--- config.mk ---
export PLATFORM = sky130hd
export DESIGN_NAME = tr_addr_gen
export DESIGN_NICKNAME = d
export VERILOG_FILES = /design/src/rtl/tag_pkg.sv /design/src/rtl/tag_rec_check.sv /design/src/rtl/tag_trig_sel.sv /design/src/rtl/tag_step.sv /design/src/rtl/tag_evt.sv /design/src/rtl/tr_addr_gen.sv
export SDC_FILE = /design/constraint.sdc
export NUM_CORES = 1
export LEC_CHECK = 0
export CAP_MARGIN = 20
export CORE_MARGIN = 10
export CORE_UTILIZATION = 25
export CTS_CLUSTER_SIZE = 12
export DETAILED_ROUTE_END_ITERATION = 12
export DONT_BUFFER_PORTS = 1
export PLACE_DENSITY = 0.38
export SYNTH_ARGS = -nofsm -noshare
export SYNTH_HDL_FRONTEND = slang
export SYNTH_SLANG_ARGS = --single-unit
--- constraint.sdc ---
create_clock -name clk -period 4.9 [get_ports clk]
set_input_delay 0.98 -clock clk [delete_from_list [all_inputs] [get_ports clk]]
set_output_delay 0.98 -clock clk [all_outputs]
set_load 0.005 [all_outputs]
--- src/rtl/tag_pkg.sv ---
package tag_pkg;

    typedef enum logic [1:0] {
        ST_IDLE = 2'd0,
        ST_RUN  = 2'd1,
        ST_FIN  = 2'd2
    } walk_st_e;

    // release granted by a trigger
    typedef enum logic [2:0] {
        LV_NONE = 3'd0,
        LV_1    = 3'd1,
        LV_2    = 3'd2,
        LV_3    = 3'd3,
        LV_ALL  = 3'd4
    } rel_lvl_e;

    localparam logic [3:0] CODE_OK     = 4'd0;
    localparam logic [3:0] CODE_ABORT  = 4'd2;
    localparam logic [3:0] CODE_SUBMIT = 4'd3;
    localparam logic [3:0] CODE_UNSUP  = 4'd4;

    localparam logic [3:0] MAX_KIND = 4'd3;

    // Trigger type code to release level, with fallback to whole record
    function automatic rel_lvl_e type_to_lvl(input logic [1:0] typ,
                                             input logic [1:0] kind);
        rel_lvl_e r;
        if (typ == 2'd3 || typ >= kind) begin
            r = LV_ALL;
        end else begin
            case (typ)
                2'd0:    r = LV_1;
                2'd1:    r = LV_2;
                default: r = LV_3;
            endcase
        end
        return r;
    endfunction

endpackage

--- src/rtl/tag_rec_check.sv ---
module tag_rec_check
    import tag_pkg::*;
#(
    parameter int CNT_W = 16
) (
    input  logic [3:0]       kind_raw,
    input  logic [CNT_W-1:0] icnt0,
    output logic             ok,
    output logic [3:0]       code
);
    always_comb begin
        if (kind_raw > MAX_KIND) begin
            ok   = 1'b0;
            code = CODE_UNSUP;
        end else if (icnt0 == '0) begin
            ok   = 1'b0;
            code = CODE_SUBMIT;
        end else begin
            ok   = 1'b1;
            code = CODE_OK;
        end
    end
endmodule

--- src/rtl/tag_trig_sel.sv ---
module tag_trig_sel
    import tag_pkg::*;
(
    input  logic [1:0] sel0,
    input  logic [1:0] typ0,
    input  logic [1:0] sel1,
    input  logic [1:0] typ1,
    input  logic [1:0] kind,
    input  logic       glb0,
    input  logic       glb1,
    input  logic       loc,
    output logic       free_run,
    output logic       hit,
    output rel_lvl_e   lvl
);
    logic [1:0] sel_v [2];
    logic [1:0] typ_v [2];
    logic [1:0] fired;

    assign sel_v[0] = sel0;
    assign sel_v[1] = sel1;
    assign typ_v[0] = typ0;
    assign typ_v[1] = typ1;

    for (genvar g = 0; g < 2; g++) begin : g_src
        always_comb begin
            case (sel_v[g])
                2'd1:    fired[g] = glb0;
                2'd2:    fired[g] = glb1;
                2'd3:    fired[g] = loc;
                default: fired[g] = 1'b0;
            endcase
        end
    end

    assign free_run = (sel0 == 2'd0) && (sel1 == 2'd0);
    assign hit      = |fired;

    always_comb begin
        if (fired[0]) lvl = type_to_lvl(typ_v[0], kind);
        else if (fired[1]) lvl = type_to_lvl(typ_v[1], kind);
        else lvl = LV_NONE;
    end
endmodule

--- src/rtl/tag_step.sv ---
module tag_step #(
    parameter int CNT_W    = 16,
    parameter int ADDR_W   = 40,
    parameter int STRIDE_W = 32
) (
    input  logic [CNT_W-1:0]    n1,
    input  logic [CNT_W-1:0]    n2,
    input  logic [CNT_W-1:0]    n3,
    input  logic [CNT_W-1:0]    c1,
    input  logic [CNT_W-1:0]    c2,
    input  logic [CNT_W-1:0]    c3,
    input  logic [ADDR_W-1:0]   addr,
    input  logic [ADDR_W-1:0]   b2,
    input  logic [ADDR_W-1:0]   b3,
    input  logic [STRIDE_W-1:0] d1,
    input  logic [STRIDE_W-1:0] d2,
    input  logic [STRIDE_W-1:0] d3,
    output logic [CNT_W-1:0]    c1_n,
    output logic [CNT_W-1:0]    c2_n,
    output logic [CNT_W-1:0]    c3_n,
    output logic [ADDR_W-1:0]   addr_n,
    output logic [ADDR_W-1:0]   b2_n,
    output logic [ADDR_W-1:0]   b3_n,
    output logic [2:0]          dec,
    output logic                last
);
    localparam logic [CNT_W-1:0] ONE = CNT_W'(1);

    logic w1, w2, w3;
    logic [ADDR_W-1:0] s1, s2, s3;

    assign s1 = ADDR_W'($signed(d1));
    assign s2 = ADDR_W'($signed(d2));
    assign s3 = ADDR_W'($signed(d3));

    assign w1 = (c1 + ONE) == n1;
    assign w2 = (c2 + ONE) == n2;
    assign w3 = (c3 + ONE) == n3;

    assign dec  = {w1 & w2, w1, 1'b1};
    assign last = w1 & w2 & w3;

    always_comb begin
        c1_n   = c1;
        c2_n   = c2;
        c3_n   = c3;
        addr_n = addr;
        b2_n   = b2;
        b3_n   = b3;
        if (!w1) begin
            c1_n   = c1 + ONE;
            addr_n = addr + s1;
        end else if (!w2) begin
            c1_n   = '0;
            c2_n   = c2 + ONE;
            b2_n   = b2 + s2;
            addr_n = b2 + s2;
        end else if (!w3) begin
            c1_n   = '0;
            c2_n   = '0;
            c3_n   = c3 + ONE;
            b3_n   = b3 + s3;
            b2_n   = b3 + s3;
            addr_n = b3 + s3;
        end
    end
endmodule

--- src/rtl/tag_evt.sv ---
module tag_evt (
    input  logic [1:0] evsz,
    input  logic [1:0] kind,
    input  logic       row_fire,
    input  logic [2:0] dec,
    input  logic       last,
    input  logic       fin_ok,
    output logic       evt
);
    logic lvl_exists;
    logic row_hit;

    assign lvl_exists = evsz <= kind;

    always_comb begin
        row_hit = 1'b0;
        if (evsz != 2'd0) begin
            row_hit = lvl_exists ? dec[evsz - 2'd1] : last;
        end
    end

    assign evt = (row_fire && row_hit) || (fin_ok && evsz == 2'd0);
endmodule

--- src/rtl/tr_addr_gen.sv ---
module tr_addr_gen
    import tag_pkg::*;
#(
    parameter int CNT_W    = 16,
    parameter int ADDR_W   = 40,
    parameter int STRIDE_W = 32
) (
    input  logic                clk,
    input  logic                rst_n,
    input  logic                start,
    input  logic [31:0]         rec_flags,
    input  logic [CNT_W-1:0]    rec_icnt0,
    input  logic [CNT_W-1:0]    rec_icnt1,
    input  logic [CNT_W-1:0]    rec_icnt2,
    input  logic [CNT_W-1:0]    rec_icnt3,
    input  logic [ADDR_W-1:0]   rec_addr,
    input  logic [STRIDE_W-1:0] rec_dim1,
    input  logic [STRIDE_W-1:0] rec_dim2,
    input  logic [STRIDE_W-1:0] rec_dim3,
    input  logic                trig_glb0,
    input  logic                trig_glb1,
    input  logic                trig_local,
    input  logic                abort,
    output logic                busy,
    output logic                burst_valid,
    output logic [ADDR_W-1:0]   burst_addr,
    output logic [CNT_W-1:0]    burst_len,
    output logic                event_o,
    output logic                done,
    output logic [31:0]         resp
);
    localparam logic [CNT_W-1:0] ONE = CNT_W'(1);

    typedef struct packed {
        walk_st_e            st;
        logic [1:0]          kind;
        logic [1:0]          evsz;
        logic [1:0]          sel0;
        logic [1:0]          typ0;
        logic [1:0]          sel1;
        logic [1:0]          typ1;
        logic [7:0]          cmd;
        logic [3:0]          code;
        rel_lvl_e            permit;
        logic [CNT_W-1:0]    len;
        logic [CNT_W-1:0]    n1;
        logic [CNT_W-1:0]    n2;
        logic [CNT_W-1:0]    n3;
        logic [CNT_W-1:0]    c1;
        logic [CNT_W-1:0]    c2;
        logic [CNT_W-1:0]    c3;
        logic [ADDR_W-1:0]   addr;
        logic [ADDR_W-1:0]   b2;
        logic [ADDR_W-1:0]   b3;
        logic [STRIDE_W-1:0] d1;
        logic [STRIDE_W-1:0] d2;
        logic [STRIDE_W-1:0] d3;
    } walk_t;

    walk_t w_q, w_d;

    logic       unused_flag_bits;
    logic       rec_ok;
    logic [3:0] rec_code;
    logic       free_run, trig_hit;
    rel_lvl_e   trig_lvl;
    logic [CNT_W-1:0]  c1_n, c2_n, c3_n;
    logic [ADDR_W-1:0] addr_n, b2_n, b3_n;
    logic [2:0] dec;
    logic       last_row;
    logic       row_fire;
    logic       consumed;

    assign unused_flag_bits = ^{rec_flags[31:24], rec_flags[5:4]};

    tag_rec_check #(.CNT_W(CNT_W)) rec_check_i (
        .kind_raw (rec_flags[3:0]),
        .icnt0    (rec_icnt0),
        .ok       (rec_ok),
        .code     (rec_code)
    );

    tag_trig_sel trig_sel_i (
        .sel0     (w_q.sel0),
        .typ0     (w_q.typ0),
        .sel1     (w_q.sel1),
        .typ1     (w_q.typ1),
        .kind     (w_q.kind),
        .glb0     (trig_glb0),
        .glb1     (trig_glb1),
        .loc      (trig_local),
        .free_run (free_run),
        .hit      (trig_hit),
        .lvl      (trig_lvl)
    );

    tag_step #(.CNT_W(CNT_W), .ADDR_W(ADDR_W), .STRIDE_W(STRIDE_W)) step_i (
        .n1     (w_q.n1),
        .n2     (w_q.n2),
        .n3     (w_q.n3),
        .c1     (w_q.c1),
        .c2     (w_q.c2),
        .c3     (w_q.c3),
        .addr   (w_q.addr),
        .b2     (w_q.b2),
        .b3     (w_q.b3),
        .d1     (w_q.d1),
        .d2     (w_q.d2),
        .d3     (w_q.d3),
        .c1_n   (c1_n),
        .c2_n   (c2_n),
        .c3_n   (c3_n),
        .addr_n (addr_n),
        .b2_n   (b2_n),
        .b3_n   (b3_n),
        .dec    (dec),
        .last   (last_row)
    );

    assign row_fire = (w_q.st == ST_RUN) && !abort &&
                      (free_run || w_q.permit != LV_NONE);

    always_comb begin
        case (w_q.permit)
            LV_1:    consumed = dec[0];
            LV_2:    consumed = dec[1];
            LV_3:    consumed = dec[2];
            default: consumed = 1'b0;
        endcase
    end

    tag_evt evt_i (
        .evsz     (w_q.evsz),
        .kind     (w_q.kind),
        .row_fire (row_fire),
        .dec      (dec),
        .last     (last_row),
        .fin_ok   ((w_q.st == ST_FIN) && (w_q.code == CODE_OK)),
        .evt      (event_o)
    );

    always_comb begin
        w_d = w_q;
        case (w_q.st)
            ST_IDLE: begin
                if (start) begin
                    w_d.kind   = rec_flags[1:0];
                    w_d.evsz   = rec_flags[7:6];
                    w_d.sel0   = rec_flags[9:8];
                    w_d.typ0   = rec_flags[11:10];
                    w_d.sel1   = rec_flags[13:12];
                    w_d.typ1   = rec_flags[15:14];
                    w_d.cmd    = rec_flags[23:16];
                    w_d.len    = rec_icnt0;
                    w_d.n1     = (rec_flags[1:0] >= 2'd1) ? rec_icnt1 : ONE;
                    w_d.n2     = (rec_flags[1:0] >= 2'd2) ? rec_icnt2 : ONE;
                    w_d.n3     = (rec_flags[1:0] == 2'd3) ? rec_icnt3 : ONE;
                    w_d.c1     = '0;
                    w_d.c2     = '0;
                    w_d.c3     = '0;
                    w_d.addr   = rec_addr;
                    w_d.b2     = rec_addr;
                    w_d.b3     = rec_addr;
                    w_d.d1     = rec_dim1;
                    w_d.d2     = rec_dim2;
                    w_d.d3     = rec_dim3;
                    w_d.permit = LV_NONE;
                    w_d.code   = rec_code;
                    w_d.st     = rec_ok ? ST_RUN : ST_FIN;
                end
            end
            ST_RUN: begin
                if (abort) begin
                    w_d.code = CODE_ABORT;
                    w_d.st   = ST_FIN;
                end else begin
                    if (row_fire) begin
                        w_d.c1   = c1_n;
                        w_d.c2   = c2_n;
                        w_d.c3   = c3_n;
                        w_d.addr = addr_n;
                        w_d.b2   = b2_n;
                        w_d.b3   = b3_n;
                        if (consumed) w_d.permit = LV_NONE;
                        if (last_row) w_d.st = ST_FIN;
                    end
                    if (!free_run && w_q.permit == LV_NONE && trig_hit) begin
                        w_d.permit = trig_lvl;
                    end
                end
            end
            ST_FIN: begin
                w_d.st     = ST_IDLE;
                w_d.permit = LV_NONE;
            end
            default: w_d.st = ST_IDLE;
        endcase
    end

    always_ff @(posedge clk or negedge rst_n) begin
        if (!rst_n) begin
            w_q <= '0;
        end else begin
            w_q <= w_d;
        end
    end

    assign busy        = w_q.st != ST_IDLE;
    assign burst_valid = row_fire;
    assign burst_addr  = w_q.addr;
    assign burst_len   = w_q.len;
    assign done        = w_q.st == ST_FIN;
    assign resp        = {8'h00, w_q.cmd, 8'h00, 4'h0, w_q.code};

endmodule

==> reports/qor.yml <==
synth:
  yosys_top_cell_by_area: "sky130_fd_sc_hd__dfrtp_1"
  synth.distinct_cells: 95
  synth_area_sq_mm: 0.02446
  synth_enable_flop_cells: 0
  synth_top_cells_by_area: "sky130_fd_sc_hd__dfrtp_1, sky130_fd_sc_hd__nand2_1, sky130_fd_sc_hd__ha_1"
  ffs_w_async_s_r_synth_pct: 100.0
  ys_warn_count: 0
  synth_most_common_cell: "sky130_fd_sc_hd__nand2_1"
  syn_area_per_cell_sq_um: 8.112
  synth_cells: 3016
  ys_top_cells_by_count: "sky130_fd_sc_hd__nand2_1, sky130_fd_sc_hd__dfrtp_1, sky130_fd_sc_hd__nor2_1"
  synth_top_flop_cell: "sky130_fd_sc_hd__dfrtp_1"
  synth_seq_cells: 356
  ys_seq_area_share_pct: 36.41
  yosys.area.top_type_share_pct: 36.41
setup_path:
  critical_path_startpoint: "w_q[231]"
  ff2ff_setup_slack_ps: 710
  regToRegEndpoint: "burst_addr[35]"
  type_of_element_capturing_the_critical_path: "output port"
  critPathRequiredTime_ps: 3920
  cp_max_fo: 4
  critPathCapture: "event_o"
  crit_type: "reg2out"
  setup.worst_path.start_class: "flop"
  timing.critical_path.arrival_ps: 3740
  depth_of_the_worst_register_to_register_path: 11
  crit-reg2reg-launch: "w_q[248]"
power:
  total_power_mw: 22.12
  power.static_leakage_nw: 11.94
  p_per_area_mw_per_mm2: 815.2
  irDropWorstVdd_v: 0.0002984
timing:
  drv_slew: 51
  finalCriticalPeriod_ps: 4720
  final-hold-violation-count: 0
  worst_slew_pin_slew_ps: 1562
  fmax_mhz: 211.9
  fin_crit_sh_pct: 96.33
  setup_viol: 0
  fin_worst_skew_ps: 22.90
  slew_headroom_pct: -4.138
clock_network:
  htree_num_levels: 2
  clkLatencyLatePin_ps: 630
  number_of_sinks_driven_by_the_clock_tree: 356
  cts_tree: "done"
  tritoncts.num_buffers: 50
  clock_tree.root_cell: "sky130_fd_sc_hd__clkbuf_16"
  clk_pin_slew_ps: 60
  cts_hold_buf: 0
  max-clock-path-buffers: 3
layout:
  post_layout_net_count: 3266
  register_area_sq_mm: 0.008916
  area_growth_syn_to_layout_pct: 10.90
  post_route_cells_drive_above_1_share_pct: 7.192
  layout.filler_cells: 10360
  post-route-cell-area_sq_mm: 0.02713
  area_used_by_multi_input_combinational_logic_sq_mm: 0.01424
floorplan:
  io_pins: 331
  die_height_um: 332.8
  num_rows: 114
  floorplan.die_area_sq_mm: 0.1108
  fp.dieW_um: 332.8
  initial_utilization_pct: 25.26
  core-area_sq_mm: 0.09685
outcome:
  status: "complete, but fails checks"
  violations: "max-slew violations"
flow_run:
  drv.max_cap_violation_count: 0
place:
  gp_routability_congestion: 0.9017
  placed_cell_area_sq_mm: 0.02526
  port-buffer-count: 0
  place_hpwl_um: 74010
worst_hold_path:
  min_path_type: "in2async"
drt:
  remaining_drc_errors: 0
  totalWireLength_um: 97800
  postRouteAntennaNets: 0
  route.vias.total: 21830
  drt-wirelength-per-cell_um: 23.21
  vias_per_cell: 5.181
  dr.pass1.iters: 5
  drt_iter0_drc: 2011
global_routing:
  first_pass_grt_wire_length_um: 143900
  grt_overflow_total: 0
  first_global_vias: 21310
  maximum_number_of_pins_on_one_net_before_global_route_repair: 357
  global_route.usage.total_pct: 16.96
  grt_antenna_before_repair: 15
-- registers in the layout (all words and copies together) (netlist names) --
name,count
burst_len,16
resp,11
burst_addr,40
w_q,289
-- how the worst min path moves through the flow --
stage                         from       end  cells past startpoint
after floorplan           w_q[286]  w_q[286]                      2
after global placement    w_q[166]  w_q[166]                      2
after detailed placement   w_q[64]   w_q[64]                      2
after CTS                    rst_n   w_q[75]                      0
after global routing         rst_n   w_q[75]                      0
final                        rst_n   w_q[75]                      0
-- stage by stage --
stage	cells	hold slack, ps	setup slack [ps]	TNS [ps]	util, %
CTS	4201	52.97	2.572	0	27.85
global placement	4107	469.1	343.0	0	26.08
floorplan	3036	445.6	900.0	0	-
global route	4213	65.21	-29.15	-29.15	28.01
finish	4213	106.3	179.7	0	28.01
detailed placement	4107	478.9	379.0	0	26.08
-- cell families after synthesis --
logic type                 share of synthesized area (%)
and+or+nand+nor                                    22.19
AOI/OAI and AO/OA                                  21.42
DFF                                                36.41
buffers and inverters                              6.321
xor gates and xnor gates                           5.728
adders and majority gates                          6.945
muxes                                             0.9717
other                                            0.01533
-- repair_timing --
item                                    4_1_cts  5_1_grt
endpoints found under the setup margin        1        1
cloned                                        0        0
buffers inserted                              1        7
gates resized for setup                      10       22
pin swaps                                     1        3
-- where the power goes --
| group | switching [mW] | internal, mW |
|---|---|---|
| logic | 7.99 | 4.85 |
| clock network | 1.54 | 2.24 |
| registers | 1.36 | 4.15 |
| total | 10.9 | 11.2 |
-- layout make-up --
type / count / share of cell area [%]
Timing Repair Buffer: 53 / 1.711
Clock inverter: 26 / 0.9592
Tap cell: 1276 / 5.885
Sequential cell: 356 / 32.86
Multi-Input combinational cell: 2371 / 52.49
Antenna cell: 3 / 0.02767
Inverter: 61 / 0.8439
Clock buffer: 67 / 5.220
-- metal layers --
layer	GRT usage [%]	part of all wire [%]
met5	0	0.14
met4	4.124	2.2
met3	4.210	7.3
met2	26.23	44
met1	23.42	46
-- critical path, stage by stage, from the launching register on --
cell	delay, ps
sky130_fd_sc_hd__dfrtp_2	460
sky130_fd_sc_hd__xor2_1	200
sky130_fd_sc_hd__or4b_2	620
sky130_fd_sc_hd__a211o_1	310
sky130_fd_sc_hd__nand2_1	70
sky130_fd_sc_hd__nor2_1	50
sky130_fd_sc_hd__or4_4	610
sky130_fd_sc_hd__or2_2	330
sky130_fd_sc_hd__mux2i_2	190
sky130_fd_sc_hd__nand2_1	90
sky130_fd_sc_hd__o21ai_2	190
-- placed cells by master, fill, tap and decap left out, drive strengths merged, types with 36 or more instances in the layout --
cell type / Yosys / final
nor3: 52 / 52
xnor2: 91 / 91
nor2: 220 / 220
a31oi: 89 / 89
a22o: 42 / 42
nand3: 91 / 91
a21o: 51 / 51
xor2: 69 / 69
ha: 131 / 131
a21oi: 180 / 180
nand2: 654 / 654
clkbuf: 127 / 67
o21ai: 202 / 202
nand2b: 36 / 36
buf: 121 / 53
inv: 61 / 64
dfrtp: 356 / 356
Note: power is estimated with default switching activity, not from simulation.
